File: config.mk
export PLATFORM = sky130hd
export DESIGN_NAME = page_write_buffer
export DESIGN_NICKNAME = d
export VERILOG_FILES = /design/src/rtl/pwb_pkg.sv /design/src/rtl/pwb_addr_ctr.sv /design/src/rtl/pwb_latch.sv /design/src/rtl/pwb_seq.sv /design/src/rtl/page_write_buffer.sv
export SDC_FILE = /design/constraint.sdc
export NUM_CORES = 1
export LEC_CHECK = 0
export BUFFER_PORTS_ARGS = -buffer_cell sky130_fd_sc_hd__clkbuf_2
export CAP_MARGIN = 10
export CORE_MARGIN = 2
export CORE_UTILIZATION = 30
export DETAILED_ROUTE_END_ITERATION = 10
export GPL_TIMING_DRIVEN = 1
export PLACE_DENSITY = 0.49
export SETUP_SLACK_MARGIN = 0.3
export SKIP_LAST_GASP = 1
export SYNTH_ARGS = -nofsm -noshare
export SYNTH_HDL_FRONTEND = slang
export SYNTH_SLANG_ARGS = --single-unit
File: constraint.sdc
create_clock -name clk -period 3.01 [get_ports clk]
set_input_delay 0.602 -clock clk [delete_from_list [all_inputs] [get_ports clk]]
set_output_delay 0.602 -clock clk [all_outputs]
set_load 0.01 [all_outputs]
File: src/rtl/pwb_pkg.sv
package pwb_pkg;
  typedef enum logic [1:0] {
    SQ_IDLE   = 2'd0,
    SQ_COPY   = 2'd1,
    SQ_SETTLE = 2'd2
  } seq_state_t;
endpackage

File: src/rtl/pwb_addr_ctr.sv
module pwb_addr_ctr #(
  parameter int ADDR_W = 11,
  parameter int OFS_W  = 4
) (
  input  logic              clk,
  input  logic              rst,
  input  logic              ld,
  input  logic [ADDR_W-1:0] ld_addr,
  input  logic              inc,
  output logic [ADDR_W-1:0] addr_q
);
  localparam int PAGE_W = ADDR_W - OFS_W;

  logic [OFS_W-1:0]  ofs_q;
  logic [PAGE_W-1:0] page_q;

  always_ff @(posedge clk) begin
    if (rst) begin
      ofs_q  <= '0;
      page_q <= '0;
    end else if (ld) begin
      ofs_q  <= ld_addr[OFS_W-1:0];
      page_q <= ld_addr[ADDR_W-1:OFS_W];
    end else if (inc) begin
      ofs_q  <= ofs_q + 1'b1;
    end
  end

  assign addr_q = {page_q, ofs_q};

  // stepping never leaves the page
  a_r2_page_fixed: assert property (@(posedge clk) disable iff (rst)
    ($past(inc) && !$past(ld)) |-> (addr_q[ADDR_W-1:OFS_W] == $past(addr_q[ADDR_W-1:OFS_W])));
endmodule

File: src/rtl/pwb_latch.sv
module pwb_latch #(
  parameter int DATA_W = 8,
  parameter int SLOTS  = 16,
  parameter int OFS_W  = 4
) (
  input  logic              clk,
  input  logic              rst,
  input  logic              wr_en,
  input  logic [OFS_W-1:0]  wr_idx,
  input  logic [DATA_W-1:0] wr_data,
  input  logic              rd_en,
  input  logic [OFS_W-1:0]  rd_idx,
  output logic [DATA_W-1:0] rd_data,
  input  logic              clr_mask,
  output logic [SLOTS-1:0]  mask
);
  logic [DATA_W-1:0] mem [SLOTS];

  // single memory, write when collecting, registered read when copying
  always_ff @(posedge clk) begin
    if (wr_en) mem[wr_idx] <= wr_data;
  end

  always_ff @(posedge clk) begin
    if (rst)        rd_data <= '0;
    else if (rd_en) rd_data <= mem[rd_idx];
  end

  for (genvar i = 0; i < SLOTS; i++) begin : g_slot
    always_ff @(posedge clk) begin
      if (rst || clr_mask)
        mask[i] <= 1'b0;
      else if (wr_en && (wr_idx == OFS_W'(i)))
        mask[i] <= 1'b1;
    end
  end

  // the latch is never written while it is being copied out
  a_r7_no_wr_in_copy: assert property (@(posedge clk) disable iff (rst)
    !(wr_en && rd_en));
endmodule

File: src/rtl/pwb_seq.sv
module pwb_seq
  import pwb_pkg::*;
#(
  parameter int WR_TICKS = 1000,
  parameter int SLOTS    = 16,
  parameter int OFS_W    = 4
) (
  input  logic             clk,
  input  logic             rst,
  input  logic             launch,
  output logic             busy,
  output logic             rd_en,
  output logic [OFS_W-1:0] slot,
  output logic             done
);
  localparam int CNT_W = $clog2(WR_TICKS);
  localparam logic [CNT_W-1:0] LAST_SLOT = CNT_W'(SLOTS - 1);
  localparam logic [CNT_W-1:0] LAST_TICK = CNT_W'(WR_TICKS - 1);

  seq_state_t       state;
  logic [CNT_W-1:0] cnt;

  initial assert (WR_TICKS > SLOTS);

  always_ff @(posedge clk) begin
    if (rst) begin
      state <= SQ_IDLE;
      cnt   <= '0;
    end else begin
      unique case (state)
        SQ_IDLE: begin
          cnt <= '0;
          if (launch) state <= SQ_COPY;
        end
        SQ_COPY: begin
          cnt <= cnt + 1'b1;
          if (cnt == LAST_SLOT) state <= SQ_SETTLE;
        end
        SQ_SETTLE: begin
          if (done) begin
            state <= SQ_IDLE;
            cnt   <= '0;
          end else begin
            cnt <= cnt + 1'b1;
          end
        end
        default: state <= SQ_IDLE;
      endcase
    end
  end

  assign busy  = (state != SQ_IDLE);
  assign rd_en = (state == SQ_COPY);
  assign slot  = cnt[OFS_W-1:0];
  assign done  = (state == SQ_SETTLE) && (cnt == LAST_TICK);

  // a cycle starts only on a launch request
  a_r4_rise_on_launch: assert property (@(posedge clk) disable iff (rst)
    $rose(busy) |-> $past(launch));
  // the closing tick ends the busy window
  a_r4_done_ends: assert property (@(posedge clk) disable iff (rst)
    done |=> !busy);
endmodule

File: src/rtl/page_write_buffer.sv
module page_write_buffer #(
  parameter int ADDR_W   = 11,
  parameter int DATA_W   = 8,
  parameter int SLOTS    = 16,
  parameter int WR_TICKS = 1000
) (
  input  logic              clk,
  input  logic              rst,
  input  logic              addr_ld,
  input  logic [ADDR_W-1:0] addr_in,
  input  logic              byte_vld,
  input  logic [DATA_W-1:0] byte_data,
  input  logic              stop,
  input  logic              dev_sel,
  output logic              arr_we,
  output logic [ADDR_W-1:0] arr_addr,
  output logic [DATA_W-1:0] arr_wdata,
  output logic              busy,
  output logic              sel_ack,
  output logic [ADDR_W-1:0] next_addr
);
  localparam int OFS_W = $clog2(SLOTS);

  logic             accept, ld_acc, byte_acc, launch;
  logic             rd_en, done;
  logic [OFS_W-1:0] slot;
  logic [SLOTS-1:0] mask;

  assign accept   = !busy && !stop;
  assign ld_acc   = addr_ld && accept;
  assign byte_acc = byte_vld && accept && !addr_ld;
  assign launch   = stop && !busy && (|mask);

  pwb_addr_ctr #(.ADDR_W(ADDR_W), .OFS_W(OFS_W)) u_ctr (
    .clk(clk), .rst(rst), .ld(ld_acc), .ld_addr(addr_in),
    .inc(byte_acc), .addr_q(next_addr)
  );

  pwb_latch #(.DATA_W(DATA_W), .SLOTS(SLOTS), .OFS_W(OFS_W)) u_latch (
    .clk(clk), .rst(rst), .wr_en(byte_acc), .wr_idx(next_addr[OFS_W-1:0]),
    .wr_data(byte_data), .rd_en(rd_en), .rd_idx(slot), .rd_data(arr_wdata),
    .clr_mask(done), .mask(mask)
  );

  pwb_seq #(.WR_TICKS(WR_TICKS), .SLOTS(SLOTS), .OFS_W(OFS_W)) u_seq (
    .clk(clk), .rst(rst), .launch(launch), .busy(busy),
    .rd_en(rd_en), .slot(slot), .done(done)
  );

  always_ff @(posedge clk) begin
    if (rst) begin
      arr_we   <= 1'b0;
      arr_addr <= '0;
      sel_ack  <= 1'b0;
    end else begin
      arr_we   <= rd_en && mask[slot];
      arr_addr <= {next_addr[ADDR_W-1:OFS_W], slot};
      sel_ack  <= dev_sel && !busy;
    end
  end

  // array strobes only inside the busy window
  a_r5_we_in_busy: assert property (@(posedge clk) disable iff (rst)
    arr_we |-> busy);
  // never start with an empty latch
  a_r6_needs_data: assert property (@(posedge clk) disable iff (rst)
    $rose(busy) |-> $past(|mask));
  // counter frozen while busy
  a_r7_addr_hold: assert property (@(posedge clk) disable iff (rst)
    busy |-> $stable(next_addr));
  // acknowledge only for a select seen while idle
  a_r8_ack_idle: assert property (@(posedge clk) disable iff (rst)
    sel_ack |-> ($past(dev_sel) && !$past(busy)));
endmodule

## Word-level counts from Yosys, hierarchy flattened

Memories as Yosys holds them, arrays and structs flattened. A register that Yosys moved wholly into a read port is not among the register bits.
Index checks and enable logic that the tools add are counted.
Widths: inputs -> output; s select.

- Add/sub/neg operators: 2
- $lt $le $gt $ge: 1
- Eq/ne operators: 22
- Mux-type cells: 12
- Reductions and logical operators: 36

Operator list:

| operator | number |
|---|---|
| $eq 4x4->1 const B | 8 |
| $pmux 10 s3 | 1 |
| $logic_and 1x1->1 | 25 |
| $eq 4x3->1 const B | 4 |
| $reduce_or 16->1 | 1 |
| $add 10x1->10 const B | 1 |
| $eq 10x10->1 const B | 1 |
| $eq 10x4->1 const B | 1 |
| $mux 10 | 1 |
| $eq 4x2->1 const B | 2 |
| $mux 4 | 2 |
| $mux 2 | 3 |
| $pmux 2 s3 | 1 |
| $lt 4x5->1 const B | 1 |
| $add 4x1->4 const B | 1 |
| $bmux 1 s4 | 1 |
| $eq 4x1->1 const B | 1 |
| $logic_not 4->1 | 1 |
| $ne 2x2->1 const B | 2 |
| $reduce_bool 2->1 | 2 |
| $logic_not 1->1 | 3 |
| $mux 1 | 3 |
| $reduce_and 3->1 | 1 |
| $reduce_bool 3->1 | 1 |
| other kinds (5) | 5 |

- Register bits after elaboration: 52
- RAM bits: 128
- Bits of input ports: 25
- Output and inout port bits: 33
- Logic and storage cells: 97
- Memories kept: 1

Memories:

| memory | words | width | read ports | clocked after memory_dff | write ports | line | source |
|---|---|---|---|---|---|---|---|
| u_latch.mem | 16 | 8 | 1 | 1 | 1 | pwb_latch.sv:17 | `logic [DATA_W-1:0] mem [SLOTS];` |

## Depth between registers and ports, before layout

Gate-level depths: netlist (run 1).

- Depth in word-level cells: 7
- Depth in mapped cells: 8
- Gate-level depth less buffers: 7

## Cells and area by module

Synthesis (run 1) repeated with hierarchy kept, for this count alone.

- Cells, all modules: 536
- Area total of the unflattened synthesis: 7619.8 µm²

Modules (own cells, without submodules):

| module | instances | cells each | area an instance (µm²) | seq. area each (µm²) |
|---|---|---|---|---|
| pwb_latch | 1 | 350 | 5798.1 | 4324.1 |
| pwb_seq | 1 | 91 | 785.8 | 240.2 |
| page_write_buffer | 1 | 50 | 561.8 | 260.2 |
| pwb_addr_ctr | 1 | 45 | 474.2 | 220.2 |

## Least setup slack after synthesis (run 1)

Ideal clock, no wire load.

- Path type: register to register
- From: register u_seq.state[0]
- To: memory u_latch.mem[0][0], enable pin
- Setup time: 383 ps
- Data arrival time: 2063 ps
- Data required time: 2627 ps
- Setup slack: 563 ps
- Stages on the path, launching flop included: 8
- Buffers on the path: 0
- Clock period less this slack: 2447 ps
- Path through: dfxtp_1 inv_1 ha_1 nor2b_1 nand2_1 nor2_1 nand2_1 nor3_1

- Longest elaborated chain between the ends: 7

Ends and longest elaborated chain:

| element | line | source |
|---|---|---|
| start, declared | pwb_seq.sv:20 | `seq_state_t state;` |
| start signal, assigned | pwb_seq.sv:27 | `state <= SQ_IDLE;` |
| start signal, assigned | pwb_seq.sv:33 | `if (launch) state <= SQ_COPY;` |
| start signal, assigned | pwb_seq.sv:37 | `if (cnt == LAST_SLOT) state <= SQ_SETTLE;` |
| $reduce_bool 2->1 | pwb_seq.sv:52 | `assign busy = (state != SQ_IDLE);` |
| $logic_not 1->1 | page_write_buffer.sv:29 | `assign accept = !busy && !stop;` |
| $logic_and 1x1->1 | page_write_buffer.sv:29 |  |
| $logic_and 1x1->1 (2 in a row) | page_write_buffer.sv:31 | `assign byte_acc = byte_vld && accept && !addr_ld;` |
| $mux 1 | pwb_latch.sv:21 | `if (wr_en) mem[wr_idx] <= wr_data;` |
| $mux 1 (implied by the code) | pwb_latch.sv:21 |  |
| end, declared | pwb_latch.sv:17 |  |

No other way between the ends.

## Final worst setup path (run 1)

- From: register u_seq.state[0]
- To: memory u_latch.mem[2][3], enable pin

The elaborated chain is that of the path after synthesis.

==> results of run 1 <==
cell type report:
class | instances | area share
clock buffer | 19 | 0.0499
clock inverter | 12 | 0.0121
inverter | 8 | 0.00346
multi-input combinational | 265 | 0.250
sequential | 188 | 0.582
tap | 324 | 0.0467
timing repair buffer | 81 | 0.0565
Yosys cell counts (2+ instances only):
cell type	instances	share of area
edfxtp_1	128	0.52
dfxtp_1	60	0.16
nor2_1	46	0.023
mux4_2	37	0.11
a21oi_1	34	0.023
nand2_1	32	0.016
nor2b_1	19	0.016
a22oi_1	16	0.016
clkbuf_1	13	0.0066
ha_1	10	0.017
nand3_1	8	0.0054
nor3_1	8	0.0054
a31o_2	7	0.0083
inv_1	7	0.0036
a31oi_1	5	0.0043
buf_1	5	0.0026
nor3b_1	5	0.0051
and3_1	4	0.0034
buf_2	4	0.0027
xnor2_1	4	0.0048
nand2b_1	3	0.0026
nor4_1	3	0.0026
xor2_1	3	0.0036
a311oi_1	2	0.0024
and2_1	2	0.0017
buf_6	2	0.0031
mux2i_1	2	0.0027
nor4b_1	2	0.0024
o21ai_0	2	0.0014
stage by stage:
step	worst slack (ns)	hold WS, ns	utilization	power (mW)	instances
2_1_floorplan	0.563	0.445	-	3.13	486
3_3_place_gp	0.657	0.454	0.337	3.31	866
3_5_place_dp	0.635	0.463	0.337	3.32	866
4_1_cts	0.609	0.381	0.359	5.39	897
5_1_grt	0.374	0.390	0.359	5.54	897
6_report	0.614	0.391	0.359	5.34	897
kinds of logic after synthesis:
logic type | share of synthesized area
buf+inv | 0.0201
xor+xnor | 0.00833
compound gates | 0.0605
fa+ha+maj | 0.0170
simple gates | 0.0924
mux | 0.116
flops | 0.686
worst max-delay path: cells and delay by family (launching register included):
| family | cells | cell delay (ns) |
|---|---|---|
| simple gates | 5 | 1.23 |
| flops | 1 | 0.34 |
| fa+ha+maj | 1 | 0.23 |
| buf+inv | 2 | 0.31 |
power by group:
part           switching [mW]  internal [mW]  total (mW)
registers              0.0466           2.81        2.86
logic                   0.248          0.150       0.397
clock network            1.00           1.08        2.08
total                    1.30           4.04        5.34
sequential cells by signal (all words and copies together) (netlist names):
name             count
u_seq.cnt           10
u_latch.mask        16
arr_addr            11
u_latch.rd_data      8
arr_we               1
u_ctr.ofs_q          4
u_latch.mem        128
sel_ack              1
u_seq.state          2
u_ctr.page_q         7
layer usage:
metal | global-route usage | vias to the layer above | part of all wire
met3 | 0.0354 | 13 | 0.057
met1 | 0.171 | 2243 | 0.42
li1 | - | 1998 | -
met2 | 0.242 | 118 | 0.52
met4 | 0.0315 | 0 | 0.0083
met5 | 0 | - | 0
how the worst max path moves through the flow:
stage,start,end,slack [ns],cells past startpoint
2_1_floorplan,u_seq.state[0],u_latch.mem[0][0],0.56,7
3_3_place_gp,stop,u_latch.mem[2][6],0.66,7
3_5_place_dp,u_seq.state[0],u_latch.mem[2][6],0.63,8
4_1_cts,u_seq.state[0],u_latch.mem[2][6],0.61,8
5_1_grt,u_seq.state[0],u_latch.mem[0][0],0.37,8
6_report,u_seq.state[0],u_latch.mem[2][3],0.61,8
==> flow_metrics.env, run 1 <==
export IMPL_syn_area_per_cell_um2=15.1
export IMPL_area_delta_synth_final_pct=17.9
export IMPL_maxClockFrequency_mhz=417
export IMPL_hpwlAfterDp_mm=11.8
export IMPL_ys_flop_type="edfxtp_1"
export IMPL_cts_hold_buf=0
export IMPL_netlist_instances=486
export IMPL_peakVddDrop_v=0.000336
export IMPL_path_max_fanout=10
export IMPL_yosys_register_bits=188
export IMPL_crit_top_cell="nand2_1"
export IMPL_synth_async_reset_ratio=0
export IMPL_hold_class="in -> reg"
export IMPL_worst_slew_pin_slew_ns=0.828
export IMPL_cts_root_buf="clkbuf_16"
export IMPL_dieArea_um2=25800
export IMPL_setup_worst_path_class="reg -> reg"
export IMPL_initial_core_util=0.304
export IMPL_r2r_slack_ns=0.61
export IMPL_final_cell_mix="edfxtp_1, dfxtp_1, clkbuf_2, nor2_1, mux4_2"
export IMPL_area_sequential_um2=5050
export IMPL_vias=4372
export IMPL_reg2reg_from="u_seq.state[0]"
export IMPL_wire_per_inst_um=19.4
export IMPL_tritoncts="done"
export IMPL_slowest_delay_ns=0.35
export IMPL_grt_pass1_vias=4447
export IMPL_n_antenna_cell=0
export IMPL_hold_start="addr_in[4]"
export IMPL_drive_above_1_share=0.272
export IMPL_clk_latency_ns=0.43
export IMPL_post_cts_setup_buffers=0
export IMPL_drc=0
export IMPL_ios=58
export IMPL_setup_violations=0
export IMPL_drt_initial_drc_count=288
export IMPL_synth_edf_count=128
export IMPL_clk_path_buf_depth=2
export IMPL_die_x_um=161
export IMPL_syn_cell_area_um2=7360
export IMPL_grt_overflow_total=0
export IMPL_cts_sinks=188
export IMPL_clkTransAtPathRegs_ns=0.07
export IMPL_period_needed_ns=2.40
export IMPL_worstRegToRegCells=8
export IMPL_nNetsFinal=596
export IMPL_track_usage=0.138
export IMPL_period_share=0.796
export IMPL_critPathArrivalTime_ns=2.54
export IMPL_h_tree_depth=4
export IMPL_end_kind="register"
export IMPL_rsz0062_at_grt="no"
export IMPL_wl_mm=17.4
export IMPL_path_cells="inv_1 -> ha_1 -> nor2b_1 -> nand2_1 -> nor2_1 -> nand2_1 -> nor3_1 -> buf_4"
export IMPL_grt_antenna_before_repair=0
export IMPL_yosys_warnings=0
export IMPL_outcome="completed"
export IMPL_report_final_slew_viol_count=0
export IMPL_grt_pass1_wl_mm=26.1
export IMPL_finalClockSkew_ns=0.0113
export IMPL_drtAntennaViolNets=0
export IMPL_core_um2=24200
export IMPL_crit_required_ns=3.15
export IMPL_power_leakage_nw=2.94
export IMPL_synth_cell_types=42
export IMPL_slowest_stage="nor2_1"
export IMPL_cts_resized=0
export IMPL_synth_nets=521
export IMPL_cts_made_buffers=17
export IMPL_numPortBuffers=57
export IMPL_r2r_end="u_latch.mem[2][3]"
export IMPL_slew_headroom=0.447
export IMPL_rows=57
export IMPL_final_common_cell="edfxtp_1"
export IMPL_tns_ns=0
export IMPL_hold_depth=3
export IMPL_multi_input_area_um2=2160
export IMPL_design_area_um2=8670
export IMPL_dpl_cell_area_um2=8140
export IMPL_vias_per_cell=4.87
export IMPL_hold_end="u_ctr.page_q[0]"
export IMPL_firstDrtPassIters=5
export IMPL_dieHeight_um=161
export IMPL_worstSetupStartpointType="register"
export IMPL_grt_start_max_net_pins=39
export IMPL_p_per_area_nw_per_um2=615
export IMPL_nFillCells=2292
export IMPL_gp_congestion=0.813
export IMPL_hold_viol=0
export IMPL_max_cap_viol_count=0
export IMPL_yosysSeqAreaShare=0.686
No activity file was read; power rests on OpenSTA's default activity.
==> inputs of run 2 (changes only) <==
- ABC_AREA: default -> 1
- PLACE_DENSITY: 0.49 -> 0.5
- clock period: 3.01 -> 1.9 ns (I/O delays scaled with it)
==> run 2 against run 1 <==
Compared with the run above: flip-flop and latch count unchanged; critical path depth grew 2; combinational power rose to 3.9 times the previous value; die area increased by 6.9%; total power increased by 83%; sequential share of layout area down 8.1 points; global-route usage rose by 2.2 points; clock power increased by 74%; core utilization rose by 3.0 points; area after synthesis rose by 7.1%; critical endpoint is now u_latch.mem[14][6]; highest routed layer unchanged.
==> flow_metrics.env, run 2 <==
export IMPL_report_final_slew_viol_count=0
export IMPL_hold_end="sel_ack"
export IMPL_drt_initial_drc_count=486
export IMPL_synth_top_area_share=0.488
export IMPL_r2r_slack_ns=0.18
export IMPL_drtAntennaViolNets=0
export IMPL_rsz0062_at_grt="yes"
export IMPL_p_per_area_nw_per_um2=970
export IMPL_clkTransAtPathRegs_ns=0.07
export IMPL_path_max_fanout=9
export IMPL_rows=59
export IMPL_core_um2=25900
export IMPL_path_buf_inv=5
export IMPL_synth_most_common_cell="nand2_1"
export IMPL_finalClockSkew_ns=0.0147
export IMPL_netlist_instances=813
export IMPL_n_antenna_cell=0
export IMPL_hpwlAfterDp_mm=13.6
export IMPL_ys_flop_type="edfxtp_1"
export IMPL_peakVddDrop_v=0.000467
export IMPL_die_x_um=166
export IMPL_dieHeight_um=166
export IMPL_grt_antenna_before_repair=0
export IMPL_synth_nets=848
export IMPL_grt_pass1_vias=5831
export IMPL_setup_worst_path_class="reg -> reg"
export IMPL_end_kind="register"
export IMPL_largestRegisters="u_latch.mem x128, u_latch.mask x16, arr_addr x11"
export IMPL_final_common_cell="nand2_1"
export IMPL_yosys_warnings=0
export IMPL_synth_fa_ha_area_frac=0.0159
export IMPL_hold_start="dev_sel"
export IMPL_numPortBuffers=57
export IMPL_hold_class="in -> reg"
export IMPL_clk_path_buf_depth=2
export IMPL_period_share=0.903
export IMPL_grt_overflow_total=0
export IMPL_met3_usage=0.0303
export IMPL_wl_mm=22.5
export IMPL_worstSetupStartpointType="register"
export IMPL_synth_edf_count=128
export IMPL_reg2reg_from="u_seq.state[0]"
export IMPL_netlist_top_cells_count="nand2_1, nor2_1, edfxtp_1"
export IMPL_power_leakage_nw=3.93
export IMPL_period_needed_ns=1.72
export IMPL_track_usage=0.159
export IMPL_wire_per_inst_um=17.9
export IMPL_final_setup_worst_slack_ns=0.184
export IMPL_syn_cell_area_um2=7880
export IMPL_synth_cell_types=34
export IMPL_dieArea_um2=27600
export IMPL_synthSimpleGateAreaFrac=0.242
export IMPL_vias_per_cell=4.68
export IMPL_synth_top_family_by_area="simple AND/OR/NAND/NOR gates"
export IMPL_path_cells="inv_2 -> ha_4 -> inv_4 -> nor2_4 -> nand3_4 -> inv_8 -> buf_12 -> nand2_8 -> nor2_4 -> buf_12"
export IMPL_yosys_register_bits=188
export IMPL_met1_usage=0.206
export IMPL_grt_start_max_net_pins=78
export IMPL_max_cap_viol_count=0
export IMPL_ios=58
export IMPL_drive_above_1_share=0.227
export IMPL_vias=5898
export IMPL_synth_area_mux_share=0
export IMPL_critPathArrivalTime_ns=1.86
export IMPL_syn_area_per_cell_um2=9.69
export IMPL_tns_ns=0
export IMPL_setup_violations=0
export IMPL_gp_congestion=0.816
export IMPL_cts_sinks=188
export IMPL_area_delta_synth_final_pct=28.0
export IMPL_crit_family="buffers and inverters"
export IMPL_slew_headroom=0.484
export IMPL_tritoncts="done"
export IMPL_final_cell_mix="nand2_1, edfxtp_1, nand3_1, nor2_1"
export IMPL_nNetsFinal=947
export IMPL_drc=0
export IMPL_initial_core_util=0.304
export IMPL_firstDrtPassIters=7
export IMPL_yosys_area_top_type="edfxtp_1"
export IMPL_hold_depth=3
export IMPL_clk_latency_ns=0.44
export IMPL_crit_required_ns=2.05
export IMPL_p_total_mw=9.77
export IMPL_top_register="u_latch.mem"
export IMPL_synth_compound_gate_area_share=0.0372
export IMPL_cts_hold_buf=0
export IMPL_synth_xor_area_share=0.00556
export IMPL_maxClockFrequency_mhz=583
export IMPL_yosysSeqAreaShare=0.640
export IMPL_outcome="completed"
export IMPL_place_ws_ns=0.0244
export IMPL_hold_viol=0
export IMPL_grt_pass1_wl_mm=33.5
export IMPL_largest_register_ffs=128
export IMPL_r2r_end="u_latch.mem[14][6]"
export IMPL_cts_made_buffers=17
export IMPL_synthTopCellsByArea="edfxtp_1, dfxtp_1, nand2_1"
export IMPL_cts_root_buf="clkbuf_16"
export IMPL_synth_async_reset_ratio=0
export IMPL_h_tree_depth=4
export IMPL_grtUsageMet2=0.275
export IMPL_worst_slew_pin_slew_ns=0.773
export IMPL_slowest_stage="dfxtp_2"
export IMPL_slowest_delay_ns=0.33
export IMPL_worstRegToRegCells=10
export IMPL_grt_busiest_layer="met2"
## run 2: cells by family (layout without fill, tap and decap cells)
logic type	after synthesis	in the layout
adder cells (fa/ha/maj)	10	10
AND/OR/NAND/NOR	460	472
XOR/XNOR	5	5
flip-flops	188	188
AO/OA/AOI/OAI	50	50
buffers and inverters	100	200
## run 2: power breakdown
part	switching, mW	internal, mW	total (mW)
logic	0.970	0.591	1.56
registers	0.0859	4.51	4.60
clock network	1.73	1.88	3.61
total	2.79	6.99	9.77
## run 2: how the worst max path moves through the flow
stage          slack (ns)  cells past startpoint                 end      startpoint
6_report             0.18                     10  u_latch.mem[14][6]  u_seq.state[0]
3_5_place_dp         0.02                      8  u_latch.mem[13][5]  u_seq.state[1]
5_1_grt              0.11                      9  u_latch.mem[11][5]  u_seq.state[0]
2_1_floorplan        0.29                      8  u_latch.mem[13][0]  u_seq.state[1]
3_3_place_gp         0.05                      8  u_latch.mem[13][2]  u_seq.state[1]
4_1_cts              0.20                      9  u_latch.mem[15][5]  u_seq.state[0]
## run 2: stage by stage
| step | util | hold WS, ns | cells | cell area, um2 |
|---|---|---|---|---|
| after CTS | 0.377 | 0.150 | 1249 | 9770 |
| after detailed placement | 0.337 | 0.441 | 1186 | 8730 |
| final | 0.389 | 0.169 | 1260 | 10100 |
| after global routing | 0.389 | 0.162 | 1260 | 10100 |
| after global placement | 0.337 | 0.433 | 1186 | 8730 |
| after floorplan | - | 0.458 | 813 | 8050 |
## run 2: what timing repair did
item	CTS	global route
setup endpoints to repair	154	175
endpoints found under the hold margin	0	0
cloned	13	5
buffers inserted	18	6
pin swaps	24	17
gates resized for setup	30	34
## run 2: area by class of cell
type / instances / area [um2]
fill: 2522 / 15800
sequential: 188 / 5050
multi-input combinational: 537 / 2800
timing repair buffer: 106 / 956
clock buffer: 17 / 425
tap: 335 / 419
inverter: 62 / 258
clock inverter: 15 / 174
## run 2: layer usage
| metal | vias up | part of all wire |
|---|---|---|
| met1 | 2841 | 0.44 |
| met4 | 0 | 0.011 |
| met2 | 125 | 0.51 |
| li1 | 2910 | - |
| met5 | - | 0 |
| met3 | 22 | 0.044 |
## run 2: worst reg2reg max path: stages (launching register included)
cell     delay (ns)
dfxtp_2        0.33
inv_2          0.07
ha_4           0.16
inv_4          0.04
nor2_4         0.11
nand3_4        0.11
inv_8          0.10
buf_12         0.13
nand2_8        0.09
nor2_4         0.14
buf_12         0.15
